`src/rtl/dma_slot_pkg.sv`:
```
package dma_slot_pkg;

  // Grant vector layout (one-hot, zero = idle slot)
  localparam int GNT_N   = 5;
  localparam int GNT_BPL = 0;
  localparam int GNT_DSK = 1;
  localparam int GNT_COP = 2;
  localparam int GNT_BLT = 3;
  localparam int GNT_CPU = 4;

  // DMA control word layout
  localparam int CTRL_W   = 5;
  localparam int CTRL_DSK = 0;
  localparam int CTRL_BLT = 1;
  localparam int CTRL_COP = 2;
  localparam int CTRL_BPL = 3;
  localparam int CTRL_MST = 4;

  typedef logic [GNT_N-1:0]  grant_t;
  typedef logic [CTRL_W-1:0] ctrl_t;

endpackage

```
`src/rtl/dma_beam_counter.sv`:
```
module dma_beam_counter #(
  parameter int LINE_SLOTS  = 227,
  parameter int FRAME_LINES = 312,
  localparam int SLOT_W = $clog2(LINE_SLOTS),
  localparam int LINE_W = $clog2(FRAME_LINES)
) (
  input  logic              clk,
  input  logic              rst_n,
  output logic [SLOT_W-1:0] slot,
  output logic [LINE_W-1:0] line,
  output logic              line_end,
  output logic              frame_end,
  output logic [LINE_W-1:0] line_next
);

  localparam logic [SLOT_W-1:0] SLOT_LAST = SLOT_W'(LINE_SLOTS - 1);
  localparam logic [LINE_W-1:0] LINE_LAST = LINE_W'(FRAME_LINES - 1);

  logic [SLOT_W-1:0] slot_q, slot_d;
  logic [LINE_W-1:0] line_q, line_d;

  always_comb begin
    line_end  = (slot_q == SLOT_LAST);
    frame_end = line_end && (line_q == LINE_LAST);
    line_next = (line_q == LINE_LAST) ? '0 : line_q + 1'b1;
    slot_d    = line_end ? '0 : slot_q + 1'b1;
    line_d    = line_end ? line_next : line_q;
  end

  always_ff @(posedge clk or negedge rst_n) begin
    if (!rst_n) begin
      slot_q <= '0;
      line_q <= '0;
    end else begin
      slot_q <= slot_d;
      line_q <= line_d;
    end
  end

  assign slot = slot_q;
  assign line = line_q;

endmodule

```
`src/rtl/dma_window_flag.sv`:
```
module dma_window_flag #(
  parameter int W          = 8,
  parameter bit REGISTERED = 1'b0
) (
  input  logic         clk,
  input  logic         rst_n,
  input  logic         upd,
  input  logic [W-1:0] pos,
  input  logic [W-1:0] start,
  input  logic [W-1:0] stop,
  output logic         flag
);

  logic held_q, eval;

  always_comb begin
    eval = (held_q || (pos == start)) && (pos != stop);
  end

  always_ff @(posedge clk or negedge rst_n) begin
    if (!rst_n) begin
      held_q <= 1'b0;
    end else if (upd) begin
      held_q <= eval;
    end
  end

  generate
    if (REGISTERED) begin : g_held
      assign flag = held_q;
    end else begin : g_live
      assign flag = eval;
    end
  endgenerate

endmodule

```
`src/rtl/dma_slot_select.sv`:
```
module dma_slot_select
  import dma_slot_pkg::*;
#(
  parameter int SLOT_W     = 8,
  parameter int DISK_FIRST = 4,
  parameter int DISK_LAST  = 6
) (
  input  logic [SLOT_W-1:0] slot,
  input  ctrl_t             ctrl,
  input  logic              h_on,
  input  logic              v_on,
  input  logic              disk_req,
  input  logic              cop_req,
  input  logic              blt_req,
  input  logic              cpu_req,
  output grant_t            grant,
  output logic              cop_stop
);

  logic master, en_bpl, en_dsk, en_cop, en_blt;
  logic odd, in_disk, fetch;

  always_comb begin
    master  = ctrl[CTRL_MST];
    en_bpl  = master && ctrl[CTRL_BPL];
    en_dsk  = master && ctrl[CTRL_DSK];
    en_cop  = master && ctrl[CTRL_COP];
    en_blt  = master && ctrl[CTRL_BLT];
    odd     = slot[0];
    in_disk = (int'(slot) >= DISK_FIRST) && (int'(slot) <= DISK_LAST);
    fetch   = h_on && v_on && en_bpl;

    grant    = '0;
    cop_stop = 1'b0;
    if (fetch) begin
      grant[GNT_BPL] = 1'b1;
    end else if (odd && in_disk && en_dsk && disk_req) begin
      grant[GNT_DSK] = 1'b1;
    end else if (!odd && en_cop && cop_req) begin
      grant[GNT_COP] = 1'b1;
    end else if (en_blt && blt_req) begin
      grant[GNT_BLT] = 1'b1;
    end else if (cpu_req) begin
      grant[GNT_CPU] = 1'b1;
    end
    if (!fetch && !odd && !en_cop) begin
      cop_stop = 1'b1;
    end
  end

endmodule

```
`src/rtl/dma_slot_arbiter.sv`:
```
module dma_slot_arbiter
  import dma_slot_pkg::*;
#(
  parameter int LINE_SLOTS  = 227,
  parameter int FRAME_LINES = 312,
  parameter int DISK_FIRST  = 4,
  parameter int DISK_LAST   = 6,
  parameter int FRAME_W     = 8,
  localparam int SLOT_W = $clog2(LINE_SLOTS),
  localparam int LINE_W = $clog2(FRAME_LINES)
) (
  input  logic               clk,
  input  logic               rst_n,
  input  logic [4:0]         dma_ctrl,
  input  logic [SLOT_W-1:0]  hwin_start,
  input  logic [SLOT_W-1:0]  hwin_stop,
  input  logic [LINE_W-1:0]  vwin_start,
  input  logic [LINE_W-1:0]  vwin_stop,
  input  logic               disk_req,
  input  logic               cop_req,
  input  logic               blt_req,
  input  logic               cpu_req,
  output logic [4:0]         grant,
  output logic [15:0]        beam_pos,
  output logic [15:0]        cop_pos,
  output logic               cop_stop,
  output logic               vblank_irq,
  output logic [FRAME_W-1:0] frame_count
);

  logic [SLOT_W-1:0] slot;
  logic [LINE_W-1:0] line, line_next;
  logic              line_end, frame_end;
  logic              h_on, v_on;
  grant_t            grant_d;
  logic              stop_d;

  dma_beam_counter #(
    .LINE_SLOTS (LINE_SLOTS),
    .FRAME_LINES(FRAME_LINES)
  ) u_beam (
    .clk      (clk),
    .rst_n    (rst_n),
    .slot     (slot),
    .line     (line),
    .line_end (line_end),
    .frame_end(frame_end),
    .line_next(line_next)
  );

  dma_window_flag #(.W(SLOT_W), .REGISTERED(1'b0)) u_hwin (
    .clk  (clk),
    .rst_n(rst_n),
    .upd  (1'b1),
    .pos  (slot),
    .start(hwin_start),
    .stop (hwin_stop),
    .flag (h_on)
  );

  dma_window_flag #(.W(LINE_W), .REGISTERED(1'b1)) u_vwin (
    .clk  (clk),
    .rst_n(rst_n),
    .upd  (line_end),
    .pos  (line_next),
    .start(vwin_start),
    .stop (vwin_stop),
    .flag (v_on)
  );

  dma_slot_select #(
    .SLOT_W    (SLOT_W),
    .DISK_FIRST(DISK_FIRST),
    .DISK_LAST (DISK_LAST)
  ) u_sel (
    .slot    (slot),
    .ctrl    (dma_ctrl),
    .h_on    (h_on),
    .v_on    (v_on),
    .disk_req(disk_req),
    .cop_req (cop_req),
    .blt_req (blt_req),
    .cpu_req (cpu_req),
    .grant   (grant_d),
    .cop_stop(stop_d)
  );

  // Output stage next-state
  logic [7:0]         line8, slot8;
  logic [15:0]        beam_d, cpos_d;
  logic [FRAME_W-1:0] frame_d;

  always_comb begin
    line8   = 8'(line);
    slot8   = 8'(slot);
    beam_d  = {line8, slot8};
    cpos_d  = {line8, slot8 & 8'hFE};
    frame_d = frame_count + FRAME_W'(frame_end);
  end

  always_ff @(posedge clk or negedge rst_n) begin
    if (!rst_n) begin
      grant       <= '0;
      beam_pos    <= '0;
      cop_pos     <= '0;
      cop_stop    <= 1'b0;
      vblank_irq  <= 1'b0;
      frame_count <= '0;
    end else begin
      grant       <= grant_d;
      beam_pos    <= beam_d;
      cop_pos     <= cpos_d;
      cop_stop    <= stop_d;
      vblank_irq  <= frame_end;
      frame_count <= frame_d;
    end
  end

endmodule

```
`config.mk`:
```
export PLATFORM = sky130hd
export DESIGN_NAME = dma_slot_arbiter
export DESIGN_NICKNAME = d
export VERILOG_FILES = /design/src/rtl/dma_slot_pkg.sv /design/src/rtl/dma_beam_counter.sv /design/src/rtl/dma_window_flag.sv /design/src/rtl/dma_slot_select.sv /design/src/rtl/dma_slot_arbiter.sv
export SDC_FILE = /design/constraint.sdc
export NUM_CORES = 1
export LEC_CHECK = 0
export ABC_CLOCK_PERIOD_IN_PS = 4700
export BUFFER_PORTS_ARGS = -buffer_cell sky130_fd_sc_hd__buf_2
export CAP_MARGIN = 40
export CORE_MARGIN = 4
export CORE_UTILIZATION = 50
export DETAILED_ROUTE_END_ITERATION = 8
export GPL_ROUTABILITY_DRIVEN = 0
export PLACE_DENSITY = 0.8
export SLEW_MARGIN = 15
export SYNTH_ARGS = -nofsm -noshare
export SYNTH_HDL_FRONTEND = slang
export SYNTH_HIERARCHICAL = 1
export SYNTH_SLANG_ARGS = --single-unit
```
`constraint.sdc`:
```
create_clock -name clk -period 4.7 [get_ports clk]
set_input_delay 0.235 -clock clk [delete_from_list [all_inputs] [get_ports clk]]
set_output_delay 0.235 -clock clk [all_outputs]
set_load 0.005 [all_outputs]
```
## Word-level counts from Yosys, hierarchy flattened

Index checks and enable logic that the tools add are counted.

| storage, ports and cells | value |
|---|---|
| bits in registers | 65 |

| operators by class | value |
|---|---|
| add/subtract/negate cells | 3 |
| order comparisons | 2 |
| eq/ne operators | 6 |
| mux-type cells | 12 |
| reduce and logical (&&, ||, !) cells | 23 |

Operators by type and width:

| cell | number |
|---|---|
| $logic_and 1x1->1 | 18 |
| $add 9x1->9 const B | 1 |
| $eq 9x9->1 | 1 |
| $eq 9x9->1 const B | 1 |
| $mux 9 | 1 |
| $ne 9x9->1 | 1 |
| $add 8x1->8 | 1 |
| $add 8x1->8 const B | 1 |
| $eq 8x8->1 | 1 |
| $eq 8x8->1 const B | 1 |
| $ge 8x3->1 const B | 1 |
| $le 8x3->1 const B | 1 |
| $mux 8 | 1 |
| $ne 8x8->1 | 1 |
| $mux 1 | 7 |
| $mux 4 | 1 |
| $logic_not 1->1 | 3 |
| $mux 3 | 1 |
| $logic_or 1x1->1 | 2 |
| $mux 2 | 1 |

## Depth between registers and ports, before layout

Gate-level depths: netlist of the first run.

| logic depth | value |
|---|---|
| word-level depth | 9 |
| depth in mapped cells | 9 |
| gate-level depth less buffers | 9 |

## Hierarchy

The synthesis of the first run kept the hierarchy.

Modules (own cells, without submodules):

| module | instances | cells each | area an instance (um2) |
|---|---|---|---|
| dma_slot_arbiter | 1 | 65 | 1028.5 |
| dma_beam_counter | 1 | 97 | 980.9 |
| dma_window_flag at u_vwin | 1 | 25 | 237.7 |
| dma_window_flag at u_hwin | 1 | 26 | 219.0 |
| dma_slot_select | 1 | 16 | 120.1 |

## Worst setup path after synthesis of the first run

OpenSTA, ideal clock, no wires.

| timing | value |
|---|---|
| path kind | reg2reg |
| start point | register u_beam.line_q[0] (netlist: u_beam/line[0]) |
| end point | register u_vwin.held_q (netlist: u_vwin/flag) |
| arrival | 1.916 ns |
| data required time | 4.612 ns |
| setup slack | 2.696 ns |
| stages on the path, launching flop included | 10 |
| path buffers | 1 |
| period minus slack after synthesis | 2.004 ns |
| cell sequence | dfrtp_1 > ha_1 > and2_1 > and3b_1 > buf_4 > nor2_1 > xor2_1 > nor4_2 > a41oi_1 > a41oi_1 |

| between the ends | value |
|---|---|
| longest elaborated chain between the ends | 5 |
| elaborated cells on any way between the ends | 7 |
| those cells by class | 1 x add/sub; 3 x eq/ne; 1 x mux; 2 x reduce/logical |

RTL lines:

| item | RTL line | text |
|---|---|---|
| from (decl) | dma_beam_counter.sv:20 | `logic [LINE_W-1:0] line_q, line_d;` |
| from (signal assigned) | dma_beam_counter.sv:36 | `line_q <= line_d;` |
| $add 9x1->9 / $eq 9x9->1 (equally long branches) | dma_beam_counter.sv:25 | `line_next = (line_q == LINE_LAST) ? '0 : line_q + 1'b1;` |
| $mux 9 * | dma_beam_counter.sv:25 |  |
| via line_next[0] | dma_slot_arbiter.sv:32 | `logic [LINE_W-1:0] line, line_next;` |
| $eq 9x9->1 | dma_window_flag.sv:17 | `eval = (held_q \|\| (pos == start)) && (pos != stop);` |
| $logic_or 1x1->1 | dma_window_flag.sv:17 |  |
| $logic_and 1x1->1 * | dma_window_flag.sv:17 |  |
| to (signal assigned) | dma_window_flag.sv:24 | `held_q <= eval;` |
| to (decl) | dma_window_flag.sv:14 | `logic held_q, eval;` |

The timed path passes the listed nets; every way through them passes the cells marked *.
A chain may end at the register's enable or synchronous reset.

## Final worst setup path of the first run

| timing | value |
|---|---|
| start point | register u_beam.slot_q[0] (netlist: u_beam/slot[0]) |
| end point | register frame_count[7] |

| between the ends | value |
|---|---|
| longest elaborated chain between the ends | 3 |

RTL lines:

| item | RTL line | text |
|---|---|---|
| from (decl) | dma_beam_counter.sv:19 | `logic [SLOT_W-1:0] slot_q, slot_d;` |
| from (signal assigned) | dma_beam_counter.sv:35 | `slot_q <= slot_d;` |
| $eq 8x8->1 | dma_beam_counter.sv:23 | `line_end = (slot_q == SLOT_LAST);` |
| $logic_and 1x1->1 | dma_beam_counter.sv:24 | `frame_end = line_end && (line_q == LINE_LAST);` |
| via frame_end | dma_slot_arbiter.sv:33 | `logic line_end, frame_end;` |
| $add 8x1->8 | dma_slot_arbiter.sv:98 | `frame_d = frame_count + FRAME_W'(frame_end);` |
| via frame_d[7] | dma_slot_arbiter.sv:91 | `logic [FRAME_W-1:0] frame_d;` |
| to (signal assigned) | dma_slot_arbiter.sv:115 | `frame_count <= frame_d;` |
| to (decl) | dma_slot_arbiter.sv:28 | `output logic [FRAME_W-1:0] frame_count` |

The timed path passes the listed nets, and every way through them passes these cells.

==> reports/summary.txt, run 1 <==
Outcome - finished clean
Max_cap viols - 0
# setup viols final - 0
#FFs+latches synth - 50
Initial antenna violation count - 0
WL per Instance - 13.6 um
CP Class - flop to flop
Final #Nets - 358
Setup TNS - 0 ps
GRT Total Usage - 16.5%
R2R setup slack - 2440 ps
Diodes inserted - 0
# IOs - 92
Fin crit share - 48.0%
Mean Syn Cell Area - 11.3 sq um
Drt drc - 0
CP endpoint kind - flop
DRT Pass-1 Iters - 4
Post-synth EDFFs - 0
Post-CTS setup buffers - 0
Quantity of hold-fixing buffers added after cts - 1
Slew Limit Fails - 0
Routed vias - 1889
TritonCTS buffer count - 5
Die Ht - 79.9 um
DIE AREA - 6390 sq um
Type of the tightest min-delay check - input port to flop
Post-route minimum period - 2260 ps
Netlist area before placement - 2590 sq um
Vias in the first global route - 1814
Total grt overflow - 0
# resized after CTS - 0
Async SR Flop Fraction - 100%
Clock Latency Late Sink - 290 ps
CTS tree - built
Htree depth - 2
Port bufs - 90
Starting Density - 53.0%
Dpl hpwl - 4.05 mm
Seq/Total Area, Yosys - 48.4%
Drt total wl - 5.13 mm
Layout Utilization - 64.2%
Die Wd - 79.9 um
Area grow syn2layout - 21.0%
Fmax - 443 MHz
Worst EP required - 4920 ps
Share of layout cells above drive strength 1 - 37.2%
DR iter-0 viols - 64
First-pass GRT wire length - 8.41 mm
CP Max Fanout - 12
Total core area - 4880 sq um
Pwr dens - 265 nW/um^2
Synth unique cells - 45
Antenna viol nets, final - 0
Synthesized netlist cell count - 229
Largest net degree at the start of global routing - 35
CP startpoint kind - flop
Setup Skew - 6.65 ps
Leakage - 0.00163 uW
Clk sinks - 50
Top FF cell, synth - dfrtp_1
WP data arrival - 2480 ps
Final hold viol count - 0
Worst VDD drop - 203 uV
CTS Buffer Depth - 2
Yosys Warn Count - 6
RSZ-0062 raised after global routing - false
Clock Tree Root - clkbuf_8
Worst-path clk slew - 90 ps
Cell Rows - 25
Vias per std cell - 5.02
[report_power, final]
| group | total (uW) | internal (uW) | switching (uW) | leakage (uW) |
|---|---|---|---|---|
| sequential | 432 | 431 | 0.342 | 0.000668 |
| combinational | 48.4 | 24.8 | 23.5 | 0.000889 |
| clock | 349 | 213 | 136 | 0.0000683 |
| total | 829 | 669 | 160 | 0.00163 |
[flip-flops by register name, indices dropped and copies added (netlist names)]
register / flops
beam_pos: 15
cop_pos: 1
cop_stop: 1
frame_count: 8
grant: 5
u_beam/line: 9
u_beam/slot: 8
u_hwin/held_q: 1
u_vwin/flag: 1
vblank_irq: 1
[final cells by class]
| type | instances | area (sq um) |
|---|---|---|
| clock buffers | 5 | 68.8 |
| flip-flops and latches | 50 | 1250 |
| multi-input cells | 156 | 1160 |
| repair buffers | 92 | 480 |
| inverters | 3 | 12.5 |
| well taps | 67 | 83.8 |
| fillers | 406 | 1750 |
| clock inverters | 3 | 68.8 |
[cells in the mapped netlist, types with 2 or more instances]
library cell / count / area [sq um]
nor2_1: 21 / 78.8
inv_1: 2 / 7.51
nand2_1: 8 / 30.0
nor3_2: 2 / 20.0
conb_1: 2 / 7.51
o21ai_0: 2 / 10.0
mux2_2: 2 / 22.5
ha_1: 5 / 62.6
nand3_1: 10 / 50.1
o21ai_1: 3 / 15.0
a21oi_1: 2 / 10.0
nand4_1: 4 / 25.0
nor4_1: 4 / 25.0
nor4_2: 3 / 37.5
buf_6: 2 / 22.5
a41oi_1: 2 / 17.5
nor3_1: 5 / 25.0
dfrtp_1: 50 / 1250
and3_1: 2 / 12.5
buf_4: 18 / 135
xnor2_1: 21 / 184
a22o_1: 4 / 35.0
xor2_1: 33 / 289
[worst max-delay path, cell delays in order (launching register included)]
cell     delay, ps
dfrtp_1        530
inv_1          110
ha_1           150
nor4b_4        270
nand4_4        200
nor2_1         210
ha_1           220
nand3_2        120
nor3_2         220
xor2_1         150
[layout by cell type, fill, tap and decap left out, types with 2 or more instances in the layout]
cell type  count
inv_1          2
buf_2         90
ha_1           5
a21oi_1        2
xnor2_1       21
xor2_1        33
dfrtp_1       50
bufinv_16      2
nor3_2         2
nor4_1         4
mux2_2         2
nor4_2         3
nand3_1       10
and3_1         2
nor3_1         5
o21ai_0        2
conb_1         3
nand4_1        4
clkbuf_8       5
o21ai_1        3
a22o_1         4
a41oi_1        2
nor2_1        21
nand2_1        8
[path summary, 6_finish.rpt]
kind	start	depth (start not counted)	endpoint
worst max-delay path	u_beam/slot[0]$_DFF_PN0_	9	frame_count[7]$_DFF_PN0_
worst min-delay path	dma_ctrl[2]	2	cop_stop$_DFF_PN0_
worst max register to register	u_beam/slot[0]$_DFF_PN0_	9	frame_count[7]$_DFF_PN0_
worst min register to register	u_beam/line[1]$_DFFE_PN0N_	0	beam_pos[9]$_DFF_PN0_
max in group asynchronous	rst_n	3	grant[0]$_DFF_PN0_
min in group asynchronous	rst_n	2	u_beam/slot[3]$_DFF_PN0_
[metrics by stage]
stage / area, sq um / worst slack [ps] / total power, uW / instances / hold slack [ps]
2_1_floorplan: 2590 / 2700 / 455 / 230 / -60.6
3_3_place_gp: 2960 / 2490 / 486 / 366 / 411
3_5_place_dp: 2980 / 2440 / 489 / 367 / 183
4_1_cts: 3130 / 2410 / 836 / 376 / 130
5_1_grt: 3130 / 2200 / 859 / 376 / 140
6_report: 3130 / 2440 / 829 / 376 / 140
[cell families after synthesis]
family,count (synthesis),share of synthesized area [%]
and+or+nand+nor,74,18.0
other,2,0.290
muxes,2,0.871
buffers and inverters,24,6.72
AOI/OAI and AO/OA,18,4.98
adders and majority gates,5,2.42
DFF,50,48.4
xor gates and xnor gates,54,18.3
[per-layer routing]
metal / vias to the layer above / share of wire [%] / global-route usage [%]
met2: 69 / 48 / 26.7
met4: 0 / 1.1 / 4.39
met1: 896 / 44 / 23.0
met3: 4 / 7.1 / 2.60
li1: 920 / - / -
met5: - / 0 / 0
Power figures use the tool's default switching activity.
==> run 2: changes to the inputs <==
- ABC_AREA: unset -> 1
- ABC_CLOCK_PERIOD_IN_PS: 4700 -> 1900
- CORE_UTILIZATION: 50 -> 46
- PLACE_DENSITY: 0.8 -> 0.76
- clock period: 4.7 -> 1.9 ns (I/O delays scaled with it)
==> run 2 against run 1 <==
Net effect: routed wire length is 25% higher; critical path depth is 4 higher; largest power group unchanged; die area is 19% higher; sequential cell count stayed put; sequential share of layout area is 5.5 points lower; core utilization is 3.4 points lower; largest cell class is now multi-input gates; synthesized cell count is 71% higher.
==> reports/summary.txt, run 2 <==
Outcome - finished clean (unchanged)
R2R cell count - 13 (was 9)
Critical Path, Cell by Cell - inv_2 > ha_4 > inv_2 > nor2_2 > nand2_2 > nor2_4 > inv_2 > nor3_4 > ha_4 > ha_4 > nand3_4 > o21ai_2 > nand2_1 (was inv_1 > ha_1 > nor4b_4 > nand4_4 > nor2_1 > ha_1 > nand3_2 > nor3_2 > xor2_1)
Synth unique cells - 28 (was 45)
Drt drc - 0 (unchanged)
Worst-Margin Slew - 618 ps
DIE AREA - 7610 sq um (was 6390 sq um)
Drt total wl - 6.43 mm (was 5.13 mm)
Cell Rows - 28 (was 25)
DR iter-0 viols - 106 (was 64)
Vias in the first global route - 2325 (was 1814)
Pwr dens - 512 nW/um^2 (was 265 nW/um^2)
WP data arrival - 2010 ps (was 2480 ps)
Terminus of the critical flop-to-flop path - frame_count[6]$_DFF_PN0_ (was frame_count[7]$_DFF_PN0_)
Post-synth EDFFs - 0 (unchanged)
Die Ht - 87.2 um (was 79.9 um)
Critical path's slowest cell - dfrtp_2 (was dfrtp_1)
Synthesized netlist cell count - 391 (was 229)
Area contributors post-synth - dfrtp_1 43%, nand2_1 15%, inv_1 8.6%, nor2_1 5.6%, buf_4 4.4% (was dfrtp_1 48%, xor2_1 11%, xnor2_1 7.1%, buf_4 5.2%, nor2_1 3.0%)
Worst EP required - 2090 ps (was 4920 ps)
CP endpoint kind - flop (unchanged)
Max_cap viols - 0 (unchanged)
Clock Latency Late Sink - 290 ps (about the same)
Final hold viol count - 0 (unchanged)
# setup viols final - 0 (unchanged)
Final #Nets - 537 (was 358)
Finished Cell Area - 3640 sq um (was 3130 sq um)
Top cells by count, synth - 114 x nand2_1, 66 x inv_1, 50 x dfrtp_1, 43 x nor2_1, 23 x nand3_1 (was 50 x dfrtp_1, 33 x xor2_1, 21 x nor2_1, 21 x xnor2_1, 18 x buf_4)
Fin crit share - 96.0% (was 48.0%)
Vias per std cell - 4.57 (was 5.02)
Netlist area before placement - 2890 sq um (was 2590 sq um)
Largest net degree at the start of global routing - 51 (was 35)
CP Max Fanout - 3 (was 12)
Commonest non-fill, non-tap cell in the layout - nand2_1 (was buf_2)
Clk sinks - 50 (unchanged)
Fillers - 559 (was 406)
Antenna viol nets, final - 0 (unchanged)
Slowest stage delay, CP - 410 ps (was 530 ps)
#FFs+latches synth - 50 (unchanged)
Share of the synthesized area in the top cell type - 43.3% (was 48.4%)
GRT Total Usage - 17.0% (was 16.5%)
Die Wd - 87.2 um (was 79.9 um)
Setup TNS - 0 ps (unchanged)
Most flops, register - beam_pos (unchanged)
CTS Buffer Depth - 2 (unchanged)
WL per Instance - 11.4 um (was 13.6 um)
Fmax - 548 MHz (was 443 MHz)
R2R setup slack - 80 ps (was 2440 ps)
Seq/Total Area, Yosys - 43.3% (was 48.4%)
Post-route minimum period - 1820 ps (was 2260 ps)
Largest register FFs - 15 (unchanged)
Clock Tree Root - clkbuf_8 (unchanged)
Port bufs - 90 (unchanged)
Total core area - 5990 sq um (was 4880 sq um)
Synth area leader - dfrtp_1 (unchanged)
Yosys Warn Count - 6 (unchanged)
RSZ-0062 raised after global routing - true (was false)
Slew Limit Fails - 0 (unchanged)
CP startpoint kind - flop (unchanged)
WHS Endpoint - grant[0]$_DFF_PN0_ (was cop_stop$_DFF_PN0_)
Setup Skew - 2.93 ps (was 6.65 ps)
Type of the tightest min-delay check - input port to flop (unchanged)
Worst-path clk slew - 90 ps (about the same)
First-pass GRT wire length - 10.3 mm (was 8.41 mm)
Starting Density - 48.2% (was 53.0%)
Async SR Flop Fraction - 100% (unchanged)
Dpl hpwl - 4.94 mm (was 4.05 mm)
Top FF cell, synth - dfrtp_1 (unchanged)
Routed vias - 2573 (was 1889)
Initial antenna violation count - 0 (unchanged)
Htree depth - 2 (unchanged)
Post-DP Area - 3400 sq um (was 2980 sq um)
Most frequent cells in the layout - 113 x nand2_1, 90 x buf_2, 60 x inv_1 (was 90 x buf_2, 50 x dfrtp_1, 33 x xor2_1)
Max_slew headroom - 58.8%
Most common cell in the netlist - nand2_1 (was dfrtp_1)
TritonCTS buffer count - 5 (unchanged)
CTS tree - built (unchanged)
Worst VDD drop - 328 uV (was 203 uV)
Share of layout cells above drive strength 1 - 32.6% (was 37.2%)
Total grt overflow - 0 (unchanged)
# IOs - 92 (unchanged)
Hold Startpoint - dma_ctrl[3] (was dma_ctrl[2])
Area grow syn2layout - 26.1% (was 21.0%)
Hold path depth - 3 (was 2)
Mean Syn Cell Area - 7.39 sq um (was 11.3 sq um)
Leakage - 0.00207 uW (was 0.00163 uW)
CP Class - flop to flop (unchanged)
DRT Pass-1 Iters - 4 (unchanged)
FF-to-FF Start - u_beam/slot[0]$_DFF_PN0_ (unchanged)
Diodes inserted - 0 (unchanged)
-- run 2: metrics by stage --
| stage | hold WS [ps] | setup WS (ps) | total power (uW) | utilization (%) | std cells |
|---|---|---|---|---|---|
| 6_report | 63.6 | 76.0 | 1860 | 60.8 | 563 |
| 3_3_place_gp | 234 | 131 | 1250 | 56.8 | 551 |
| 5_1_grt | 58.5 | -67.1 | 1950 | 60.8 | 563 |
| 3_5_place_dp | 233 | 79.3 | 1260 | 56.8 | 551 |
| 2_1_floorplan | -201 | -54.7 | 1170 | - | 392 |
| 4_1_cts | 56.7 | 49.7 | 1880 | 58.6 | 560 |
-- run 2: repair_timing --
| item | in CTS | in global routing |
|---|---|---|
| hold buffers | 1 | 0 |
| setup buffers | 0 | 3 |
| setup endpoints to repair | 0 | 6 |
| hold endpoints to repair | 50 | 0 |
| resized for setup | 0 | 28 |
-- run 2: logic make-up (layout without fill, tap and decap cells) --
group,count (synthesis),in the layout,synth area share [%]
simple gates,205,205,30.5
buf+inv,89,185,14.3
flops,50,50,43.3
compound gates,22,22,3.90
xor+xnor,18,18,5.46
fa+ha+maj,5,5,2.17
other cells,2,3,0.260
-- run 2: worst max-delay path by stage --
stage	end	cells past startpoint	slack, ps	start
floorplan	frame_count[6]$_DFF_PN0_	14	-50	u_beam/slot[0]$_DFF_PN0_
global placement	frame_count[6]$_DFF_PN0_	13	130	u_beam/slot[0]$_DFF_PN0_
detailed placement	u_vwin/flag$_DFFE_PN0P_	13	80	u_beam/line[3]$_DFFE_PN0N_
CTS	u_vwin/flag$_DFFE_PN0P_	13	50	u_beam/line[3]$_DFFE_PN0N_
global route	frame_count[6]$_DFF_PN0_	13	-70	u_beam/slot[0]$_DFF_PN0_
finish	frame_count[6]$_DFF_PN0_	13	80	u_beam/slot[0]$_DFF_PN0_
-- run 2: layer usage --
metal	vias up	share of wire [%]	GRT usage, %	wire, um
li1	1344	-	-	-
met5	-	0	0	0
met3	2	6.9	2.84	441
met2	76	49	29.3	3180
met1	1151	43	22.1	2770
met4	0	0.62	4.32	40
-- run 2: power by group --
part / leakage [uW] / internal [uW] / switching, uW
logic: 0.00137 / 73.6 / 85.9
registers: 0.000659 / 1070 / 2.26
clock network: 0.0000472 / 293 / 336
-- run 2: critical path, delay by kind of cell (launching register included) --
| family | cells | cell delay [ps] |
|---|---|---|
| AO/OA/AOI/OAI | 1 | 130 |
| adder cells (fa/ha/maj) | 3 | 460 |
| buffers and inverters | 3 | 160 |
| flip-flops | 1 | 410 |
| AND/OR/NAND/NOR | 6 | 560 |
-- run 2: layout make-up --
cell class                      instances  area [sq um]  area share [%]
Inverter                               70           264            7.25
Multi-Input combinational cell        253          1340            36.8
Tap cell                               75          93.8            2.58
Clock inverter                          2          12.5           0.344
Sequential cell                        50          1250            34.5
Timing Repair Buffer                  107           593            16.3
Clock buffer                            6          82.6            2.27
==> run 3: changes to the inputs <==
- ABC_CLOCK_PERIOD_IN_PS: 1900 -> 1600
- BUFFER_PORTS_ARGS: -buffer_cell sky130_fd_sc_hd__buf_2 -> -buffer_cell sky130_fd_sc_hd__buf_4
- SETUP_SLACK_MARGIN: unset -> 0.4
- clock period: 1.9 -> 1.6 ns (I/O delays scaled with it)
==> run 3 against run 2 <==
Net effect: the run now ends with setup timing left; first-iteration DRC count is 58% lower; total power is 28% higher; clock skew is 2.2 ps higher; non-clock buffer count is 27 higher; sequential power is 20% higher; core utilization is 9.9 points higher; register-to-register slack worse by 350 ps; routed wire length is 15% higher; largest power group unchanged.
==> reports/summary.txt, run 3 (synthesis results as in run 2) <==
Outcome - finished, violations left (was finished clean)
Failing checks - setup timing
Htree depth - 2 (unchanged)
WP depth - 13 (unchanged)
Slew Limit Fails - 0 (unchanged)
Final #Nets - 564 (was 537)
Total core area - 5990 sq um (unchanged)
Pwr dens - 563 nW/um^2 (was 512 nW/um^2)
CTS Buffer Depth - 2 (unchanged)
Dpl hpwl - 5.37 mm (was 4.94 mm)
Vias per std cell - 4.75 (was 4.57)
Clock Tree Root - clkbuf_8 (unchanged)
First-pass GRT wire length - 11.7 mm (was 10.3 mm)
Critical path origin - u_beam/slot[0]$_DFF_PN0_ (unchanged)
Fillers - 495 (was 559)
RSZ-0062 raised after global routing - true (unchanged)
Hold Startpoint - dma_ctrl[2] (was dma_ctrl[3])
Fmax - 534 MHz (was 548 MHz)
CP startpoint kind - flop (unchanged)
Setup Skew - 5.15 ps (was 2.93 ps)
Diodes inserted - 0 (unchanged)
Initial antenna violation count - 0 (unchanged)
Fin crit share - 117% (was 96.0%)
Worst-Margin Slew - 626 ps (was 618 ps)
# setup viols final - 10 (was 0)
Setup WS post-layout - -273 ps (was 76.0 ps)
GRT Total Usage - 19.5% (was 17.0%)
WL per Instance - 12.6 um (was 11.4 um)
Finished Cell Area - 4240 sq um (was 3640 sq um)
CP endpoint kind - flop (unchanged)
R2R cell count - 13 (unchanged)
Port bufs - 90 (unchanged)
DR iter-0 viols - 45 (was 106)
Post-DP Area - 3790 sq um (was 3400 sq um)
Routed vias - 2805 (was 2573)
Most flops, register - beam_pos (unchanged)
Starting Density - 48.2% (unchanged)
DIE AREA - 7610 sq um (unchanged)
Max_slew headroom - 58.3% (was 58.8%)
Final hold viol count - 0 (unchanged)
Hold path depth - 4 (was 3)
# IOs - 92 (unchanged)
Cell Rows - 28 (unchanged)
Area grow syn2layout - 46.7% (was 26.1%)
Vias in the first global route - 2665 (was 2325)
Leakage - 0.00230 uW (was 0.00207 uW)
Slowest stage delay, CP - 420 ps (was 410 ps)
Worst EP required - 1800 ps (was 2090 ps)
Largest register FFs - 15 (unchanged)
Cell family with most CP delay - simple AND/OR/NAND/NOR gates (unchanged)
Clock Latency Late Sink - 300 ps (was 290 ps)
CTS tree - built (unchanged)
CP Class - flop to flop (unchanged)
FF-to-FF Start - u_beam/slot[0]$_DFF_PN0_ (unchanged)
Type of the tightest min-delay check - input port to flop (unchanged)
DRT Pass-1 Iters - 4 (unchanged)
Critical Path, Cell by Cell - inv_2 > ha_4 > inv_2 > nor2_2 > nand2_2 > nor2_4 > inv_2 > nor3_4 > ha_4 > ha_4 > nand3_4 > o21ai_2 > nand2_1 (unchanged)
Commonest non-fill, non-tap cell in the layout - buf_4 (was nand2_1)
CP Max Fanout - 3 (unchanged)
Worst-path clk slew - 90 ps (about the same)
Layout Utilization - 70.7% (was 60.8%)
Die Wd - 87.2 um (unchanged)
Most frequent cells in the layout - 127 x buf_4, 99 x nand2_1, 62 x inv_1 (was 113 x nand2_1, 90 x buf_2, 60 x inv_1)
Worst VDD drop - 352 uV (was 328 uV)
TritonCTS buffer count - 5 (unchanged)
Critical path's slowest cell - dfrtp_2 (unchanged)
Antenna viol nets, final - 0 (unchanged)
Clk sinks - 50 (unchanged)
Post-route minimum period - 1870 ps (was 1820 ps)
Die Ht - 87.2 um (unchanged)
Largest net degree at the start of global routing - 51 (unchanged)
WP data arrival - 2070 ps (was 2010 ps)
Drt drc - 0 (unchanged)
Drt total wl - 7.43 mm (was 6.43 mm)
Share of layout cells above drive strength 1 - 39.6% (was 32.6%)
WP buf/inv - 3 (unchanged)
Max_cap viols - 0 (unchanged)
Total grt overflow - 0 (unchanged)
-- run 3: per-stage QoR --
stage / TNS, ps / setup slack, ps / hold WS (ps) / total power (uW) / std cells
2_1_floorplan: -1840 / -355 / -216 / 1390 / 392
3_3_place_gp: -789 / -166 / 136 / 1520 / 570
3_5_place_dp: -1220 / -201 / 143 / 1530 / 570
4_1_cts: -1050 / -180 / 45.7 / 2410 / 587
5_1_grt: -3360 / -411 / 76.7 / 2490 / 590
6_report: -1560 / -273 / 60.8 / 2390 / 590
-- run 3: path summary, 6_finish.rpt --
path	end	slack, ps
worst max-delay path	frame_count[6]$_DFF_PN0_	-270
worst min-delay path	cop_stop$_DFF_PN0_	60
worst max register to register	frame_count[6]$_DFF_PN0_	-270
worst min register to register	frame_count[7]$_DFF_PN0_	500
max in group asynchronous	u_beam/slot[0]$_DFF_PN0_	800
min in group asynchronous	beam_pos[6]$_DFF_PN0_	340
-- run 3: cell type report --
cell class | instances | area, sq um | share of cell area, %
flip-flops and latches | 50 | 1250 | 29.6
multi-input cells | 253 | 1440 | 34.0
inverters | 70 | 264 | 6.23
clock buffers | 6 | 72.6 | 1.71
well taps | 75 | 93.8 | 2.22
repair buffers | 134 | 1070 | 25.3
clock inverters | 2 | 37.5 | 0.886
-- run 3: per-layer routing --
metal  wire length (um)  global-route usage (%)  vias up
met5                  0                       0        -
met4                165                    6.42        0
met3                574                    3.60       15
met2               3690                    35.1      106
met1               3000                    23.3     1282
li1                   -                       -     1402
-- run 3: where the power goes --
part | leakage (uW) | internal [uW] | switching, uW
sequential | 0.000662 | 1270 | 3.10
clock | 0.0000514 | 467 | 413
combinational | 0.00159 | 124 | 104
total | 0.00230 | 1860 | 520
-- run 3: what timing repair did --
action | 4_1_cts | 5_1_grt
endpoints found under the setup margin | 32 | 33
hold buffers | 1 | 0
endpoints found under the hold margin | 50 | 0
gates cloned | 1 | 1
pin swaps | 5 | 7
gates resized for setup | 18 | 38
setup buffers | 7 | 2
-- run 3: tightest hold or removal path, cell delays in order --
cell     delay (ps)
buf_4            80
nand2_1          70
nand2_1          60
nor2_1           40
